<file path="config.mk">
export PLATFORM = sky130hd
export DESIGN_NAME = lbuf_alloc
export DESIGN_NICKNAME = d
export VERILOG_FILES = /design/src/rtl/lbuf_pkg.sv /design/src/rtl/lbuf_tags.sv /design/src/rtl/lbuf_lookup.sv /design/src/rtl/lbuf_recency.sv /design/src/rtl/lbuf_alloc.sv
export SDC_FILE = /design/constraint.sdc
export NUM_CORES = 1
export LEC_CHECK = 0
export ABC_AREA = 1
export BUFFER_PORTS_ARGS = -buffer_cell sky130_fd_sc_hd__buf_2
export CAP_MARGIN = 5
export CORE_MARGIN = 2
export CORE_UTILIZATION = 41
export CTS_BUF_LIST = sky130_fd_sc_hd__clkbuf_4
export CTS_CLUSTER_SIZE = 24
export DETAILED_ROUTE_END_ITERATION = 8
export PLACE_DENSITY = 0.7
export SETUP_SLACK_MARGIN = 0.2
export SYNTH_ARGS = -nofsm -noshare
export SYNTH_HDL_FRONTEND = slang
export SYNTH_HIERARCHICAL = 1
export SYNTH_SLANG_ARGS = --single-unit
</file>
<file path="constraint.sdc">
create_clock -name clk -period 10.3 [get_ports clk]
set_input_delay 2.06 -clock clk [delete_from_list [all_inputs] [get_ports clk]]
set_output_delay 2.06 -clock clk [all_outputs]
set_load 0.02 [all_outputs]
</file>
<file path="src/rtl/lbuf_pkg.sv">
package lbuf_pkg;

    localparam int NBUF  = 4;
    localparam int IDX_W = 2;

    typedef logic [IDX_W-1:0] idx_t;
    typedef logic [IDX_W-1:0] age_t;

    typedef enum logic [1:0] {
        CFG_POOL = 2'b00,
        CFG_RSVD = 2'b01,
        CFG_HALF = 2'b10,
        CFG_3_1  = 2'b11
    } cfg_e;

    typedef struct packed {
        logic hit;
        idx_t hit_idx;
        idx_t victim_idx;
    } rsp_t;

    // Group a buffer belongs to: 0 = instruction (or shared), 1 = data
    function automatic logic grp_of(cfg_e c, idx_t i);
        case (c)
            CFG_HALF: return i[1];
            CFG_3_1:  return (i == idx_t'(NBUF - 1));
            default:  return 1'b0;
        endcase
    endfunction

    // Group a request may use
    function automatic logic grp_for_req(cfg_e c, logic is_data);
        return (c == CFG_HALF || c == CFG_3_1) ? is_data : 1'b0;
    endfunction

    function automatic logic [IDX_W:0] grp_size(cfg_e c, logic g);
        logic [IDX_W:0] n = '0;
        for (int k = 0; k < NBUF; k++)
            if (grp_of(c, idx_t'(k)) == g) n = n + 1'b1;
        return n;
    endfunction

    // Initial rank: lowest index of a group is least-recently-used
    function automatic age_t init_age(cfg_e c, idx_t i);
        age_t n = '0;
        for (int k = 0; k < NBUF; k++)
            if (k > int'(i) && grp_of(c, idx_t'(k)) == grp_of(c, i)) n = n + 1'b1;
        return n;
    endfunction

endpackage

</file>
<file path="src/rtl/lbuf_tags.sv">
module lbuf_tags
    import lbuf_pkg::*;
#(
    parameter int TAG_W = 28
) (
    input  logic                       clk,
    input  logic                       rst,
    input  logic                       flush,
    input  logic                       alloc_en,
    input  idx_t                       alloc_idx,
    input  logic                       fill_en,
    input  idx_t                       fill_idx,
    input  logic [TAG_W-1:0]           fill_tag,
    output logic [NBUF-1:0]            valid_o,
    output logic [NBUF-1:0][TAG_W-1:0] tag_o
);

    always_ff @(posedge clk) begin
        if (rst) begin
            valid_o <= '0;
            tag_o   <= '0;
        end else if (flush) begin
            valid_o <= '0;
        end else begin
            for (int b = 0; b < NBUF; b++) begin
                if (alloc_en && alloc_idx == idx_t'(b)) begin
                    valid_o[b] <= 1'b0;
                end else if (fill_en && fill_idx == idx_t'(b)) begin
                    valid_o[b] <= 1'b1;
                    tag_o[b]   <= fill_tag;
                end
            end
        end
    end

endmodule

</file>
<file path="src/rtl/lbuf_lookup.sv">
module lbuf_lookup
    import lbuf_pkg::*;
#(
    parameter int TAG_W = 28
) (
    input  cfg_e                       cfg,
    input  logic                       req_grp,
    input  logic [TAG_W-1:0]           req_tag,
    input  logic [NBUF-1:0]            valid,
    input  logic [NBUF-1:0][TAG_W-1:0] tags,
    output logic                       hit,
    output idx_t                       hit_idx
);

    logic [NBUF-1:0] match;

    for (genvar b = 0; b < NBUF; b++) begin : g_cmp
        assign match[b] = valid[b] && (tags[b] == req_tag) &&
                          (grp_of(cfg, idx_t'(b)) == req_grp);
    end

    always_comb begin
        hit_idx = '0;
        for (int b = NBUF - 1; b >= 0; b--)
            if (match[b]) hit_idx = idx_t'(b);
    end

    assign hit = |match;

endmodule

</file>
<file path="src/rtl/lbuf_recency.sv">
module lbuf_recency
    import lbuf_pkg::*;
(
    input  logic                       clk,
    input  logic                       rst,
    input  cfg_e                       cfg,
    input  logic                       reinit,
    input  cfg_e                       reinit_cfg,
    input  logic                       req_grp,
    input  logic                       touch_en,
    input  idx_t                       touch_idx,
    output idx_t                       victim_idx,
    output logic [NBUF-1:0][IDX_W-1:0] ages_o
);

    logic [IDX_W:0] sz;
    age_t           lru_age;

    assign sz      = grp_size(cfg, req_grp);
    assign lru_age = age_t'(sz - 1'b1);

    always_comb begin
        victim_idx = '0;
        for (int b = 0; b < NBUF; b++)
            if (grp_of(cfg, idx_t'(b)) == req_grp && ages_o[b] == lru_age)
                victim_idx = idx_t'(b);
    end

    always_ff @(posedge clk) begin
        if (rst) begin
            for (int b = 0; b < NBUF; b++) ages_o[b] <= init_age(CFG_3_1, idx_t'(b));
        end else if (reinit) begin
            for (int b = 0; b < NBUF; b++) ages_o[b] <= init_age(reinit_cfg, idx_t'(b));
        end else if (touch_en) begin
            for (int b = 0; b < NBUF; b++) begin
                if (idx_t'(b) == touch_idx)
                    ages_o[b] <= '0;
                else if (grp_of(cfg, idx_t'(b)) == grp_of(cfg, touch_idx) &&
                         ages_o[b] < ages_o[touch_idx])
                    ages_o[b] <= ages_o[b] + 1'b1;
            end
        end
    end

endmodule

</file>
<file path="src/rtl/lbuf_alloc.sv">
module lbuf_alloc
    import lbuf_pkg::*;
#(
    parameter int ADDR_W = 32,
    parameter int OFF_W  = 4,
    localparam int TAG_W = ADDR_W - OFF_W
) (
    input  logic              clk,
    input  logic              rst,
    input  logic              cfg_we,
    input  logic [1:0]        cfg_wdata,
    input  logic              req_valid,
    input  logic [ADDR_W-1:0] req_addr,
    input  logic              req_is_data,
    input  logic              req_prefetch,
    input  logic              fill_done,
    input  logic [1:0]        fill_idx,
    input  logic [TAG_W-1:0]  fill_tag,
    output logic              rsp_valid,
    output logic              rsp_hit,
    output logic [1:0]        rsp_hit_idx,
    output logic [1:0]        rsp_victim_idx
);

    cfg_e                       cfg_q;
    cfg_e                       cfg_new;
    logic                       req_grp;
    logic [TAG_W-1:0]           req_tag;
    logic [NBUF-1:0]            valid_w;
    logic [NBUF-1:0][TAG_W-1:0] tags_w;
    logic [NBUF-1:0][IDX_W-1:0] ages_w;
    logic                       hit_w;
    idx_t                       hit_idx_w;
    idx_t                       victim_w;
    logic                       act;
    logic                       touch_en;
    idx_t                       touch_idx;
    logic                       alloc_en;
    rsp_t                       rsp_q;

    assign cfg_new = cfg_e'(cfg_wdata);

    always_ff @(posedge clk) begin
        if (rst)         cfg_q <= CFG_3_1;
        else if (cfg_we) cfg_q <= cfg_new;
    end

    assign req_grp = grp_for_req(cfg_q, req_is_data);
    assign req_tag = req_addr[ADDR_W-1:OFF_W];

    lbuf_lookup #(.TAG_W(TAG_W)) u_lookup (
        .cfg     (cfg_q),
        .req_grp (req_grp),
        .req_tag (req_tag),
        .valid   (valid_w),
        .tags    (tags_w),
        .hit     (hit_w),
        .hit_idx (hit_idx_w)
    );

    // A configuration write takes priority over the state update of a request
    assign act       = req_valid && !cfg_we;
    assign alloc_en  = act && !hit_w;
    assign touch_en  = act && !req_prefetch;
    assign touch_idx = hit_w ? hit_idx_w : victim_w;

    lbuf_recency u_recency (
        .clk        (clk),
        .rst        (rst),
        .cfg        (cfg_q),
        .reinit     (cfg_we),
        .reinit_cfg (cfg_new),
        .req_grp    (req_grp),
        .touch_en   (touch_en),
        .touch_idx  (touch_idx),
        .victim_idx (victim_w),
        .ages_o     (ages_w)
    );

    lbuf_tags #(.TAG_W(TAG_W)) u_tags (
        .clk       (clk),
        .rst       (rst),
        .flush     (cfg_we),
        .alloc_en  (alloc_en),
        .alloc_idx (victim_w),
        .fill_en   (fill_done),
        .fill_idx  (fill_idx),
        .fill_tag  (fill_tag),
        .valid_o   (valid_w),
        .tag_o     (tags_w)
    );

    always_ff @(posedge clk) begin
        if (rst) begin
            rsp_valid <= 1'b0;
            rsp_q     <= '0;
        end else begin
            rsp_valid <= req_valid;
            if (req_valid) begin
                rsp_q.hit        <= hit_w;
                rsp_q.hit_idx    <= hit_idx_w;
                rsp_q.victim_idx <= victim_w;
            end
        end
    end

    assign rsp_hit        = rsp_q.hit;
    assign rsp_hit_idx    = rsp_q.hit_idx;
    assign rsp_victim_idx = rsp_q.victim_idx;

endmodule

</file>
==> reports/qor.yml <==
run:
  max-cap-violations: 0
clock_tree:
  cts_tree: "done"
  clock-sinks: 132
  clk_pin_slew_ns: 0.12
  cts_setup_buffers: 0
  h-tree-depth: 4
  cts_hold_repair.buffers: 0
  cts_buffers: 17
  cts_buffer_depth: 2
  clk_latency_ns: 0.56
  cts_resized: 0
  cts-root-buf: "clkbuf_4"
timing:
  tightest_slew_ns: 0.9333
  slew_viol_final: 0
  max_freq_mhz: 178.9
  max_slew_margin: 0.3763
  hold_viol_final: 0
  hold_slack_ns: 0.4802
  timing.final.ws_setup_ns: 4.709
  fin_skew_ns: 0.01617
  fin_setup_tns_ns: 0
  fin_crit_sh: 0.5428
  setup_viol_count_final: 0
  rsz0062_at_grt: "no"
  period_minus_slack_ns: 5.591
final_layout:
  fin_cells: 1670
  area_delta_synth_final_pct: 10.02
  fin_util: 0.4627
  multi_input_area_mm2: 0.004239
  fin_nets: 1471
  layout_common_cells: "nand2_1, nor2_1, inv_1"
  final_layout_size_suffix_gt1_frac: 0.1029
  layout_commonest_cell: "nand2_1"
  seq_area_mm2: 0.002703
  fill_cells: 2005
global_routing:
  antenna_found_initial: 1
  grt_remaining_overflow: 0
  grt_pass1_vias: 7385
  grt_max_degree: 68
  grt.total_usage: 0.2509
  grt_pass1_wl_um: 38620
drt:
  postRouteAntennaNets: 0
  drtIter0Drc: 660
  totalWireLength_um: 24950
  route.detailed.drc: 0
  dr.pass1.iters: 5
  wl_per_cell_um: 14.94
  drt-vias-per-instance: 4.834
  vias: 8072
worst_setup_path:
  crit_top_cell: "nand2_1"
  required_ns: 10.57
  cpLargestDelayFamily: "compound AO/OA/AOI/OAI gates"
  cp_data_arrival_time_ns: 5.86
  worstPathCellList: "buf_2 > nand2_1 > inv_1 > inv_1 > nand2_1 > o21ai_0 > nor2_1 > nand2_1 > nor2_1 > nand2_1 > nor2_2 > a21oi_1 > nand2_1 > o21ai_0 > inv_2 > nand3_1 > nand2_1 > a221oi_1 > ha_1 > a21oi_1 > nand2_1 > a21oi_1"
  slowest_delay_ns: 0.71
  end_kind: "flip-flop"
  startpoint_type: "input port"
  timing_worst_setup_path_type: "in -> reg"
  crit_fanout: 7
  cp_slowest_cell: "o21ai_0"
  cp.buffers_inverters: 4
  timing.reg2reg.setup_slack_ns: 5.80
logic_synthesis:
  synth_warnings: 6
  syn_nets: 1422
  syn_area_per_cell_um2: 5.879
  synth-edff-count: 6
  syn_inst: 1347
  synth-main-ff-cell: "dfxtp_1"
  synthArstFlopShare: 0
  synthDistinctLibCells: 38
  synth-seq-cells: 132
  synth_area_mm2: 0.007919
  seq_area_frac_synth: 0.3413
die:
  io_pins: 77
  die_y_um: 143.0
  die_w_um: 143.0
  num_rows: 50
  start_util: 0.4205
  die_area_mm2: 0.02044
  core_mm2: 0.01883
place:
  place_hpwl_um: 18030
  numPortBuffers: 72
  pre_cts_slack_ns: 4.162
  place_inst: 1637
  place_congestion: 0.9475
pwr:
  cellPowerDensity_mw_per_mm2: 137.7
  peakVddDrop_v: 0.00008621
  power.leakage_uw: 0.004217
worst_hold_path:
  hp-class: "reg -> reg"
run_status:
  outcome: "completed"
-- kinds of logic (layout without fill, tap and decap cells) --
group / count (synthesis) / count (layout) / synth area share
adders and majority gates: 4 / 4 / 0.006320
xor gates and xnor gates: 27 / 27 / 0.02986
AOI/OAI and AO/OA: 75 / 75 / 0.05214
other: 0 / 1 / 0
DFF: 132 / 132 / 0.3413
buffers and inverters: 240 / 302 / 0.1266
and+or+nand+nor: 869 / 869 / 0.4438
-- final timing paths --
path	endpoint	from	cells after the start
max	u_recency/ages_o[2]	req_is_data	22
min	u_tags/valid_o[2]	u_tags/valid_o[2]	2
min reg2reg	u_tags/valid_o[2]	u_tags/valid_o[2]	2
max reg2reg	u_recency/ages_o[2]	cfg_q[1]	18
-- cell usage after synthesis, types with 11 or more instances --
cell,count,share of area
dfxtp_1,126,0.32
nand2_1,455,0.22
nand4_1,59,0.047
buf_4,11,0.010
a21oi_1,19,0.012
buf_1,11,0.0052
nand3_1,21,0.013
buf_2,12,0.0076
o21ai_0,40,0.025
inv_2,15,0.0071
xnor2_1,22,0.024
nor2_1,311,0.15
inv_1,176,0.083
-- flip-flops by register name (all words and copies together), names as in the netlist --
signal	cells
rsp_valid	1
u_recency/ages_o	8
cfg_q	2
rsp_hit_idx	2
rsp_hit	1
u_tags/tag_o	112
rsp_victim_idx	2
u_tags/valid_o	4
-- cell type report --
class / count / area share
multi-input cells: 975 / 0.4866
flip-flops and latches: 132 / 0.3102
inverters: 192 / 0.08287
repair buffers: 78 / 0.04653
well taps: 260 / 0.03734
clock inverters: 15 / 0.02154
clock buffers: 17 / 0.01465
diodes: 1 / 0.0002872
-- through the flow --
step           power [µW]  cell area (µm²)
3_5_place_dp        814.3             8394
6_report             1200             8712
5_1_grt              1264             8712
3_3_place_gp        811.3             8394
4_1_cts              1207             8710
2_1_floorplan       738.3             7919
-- power by group --
part | internal, µW | total (µW) | leakage (µW) | switching [µW]
registers | 540 | 562 | 0.00109 | 22.1
clock network | 189 | 394 | 0.000153 | 205
logic | 81.4 | 244 | 0.00298 | 163
-- routing by layer --
metal	part of all wire	vias to the layer above	track usage
met2	0.46	292	0.4163
li1	-	4174	-
met5	0	-	0
met3	0.082	47	0.05231
met4	0.025	0	0.08911
met1	0.43	3559	0.3228
-- worst register-to-register path, stage by stage (launching register included) --
cell and delay [ns]:
dfxtp_1 0.53, nand2_1 0.09, inv_1 0.20, a21boi_0 0.20, nand2_1 0.11, nor2_1 0.05, nand2_1 0.08, nor2_1 0.05
a21oi_1 0.29, nand2_1 0.19, o21ai_0 0.71, inv_2 0.17, nand3_1 0.11, nand2_1 0.06, a221oi_1 0.59, ha_1 0.36
a21oi_1 0.14, nand2_1 0.06, a21oi_1 0.20
Power figures use the tool's default switching activity.
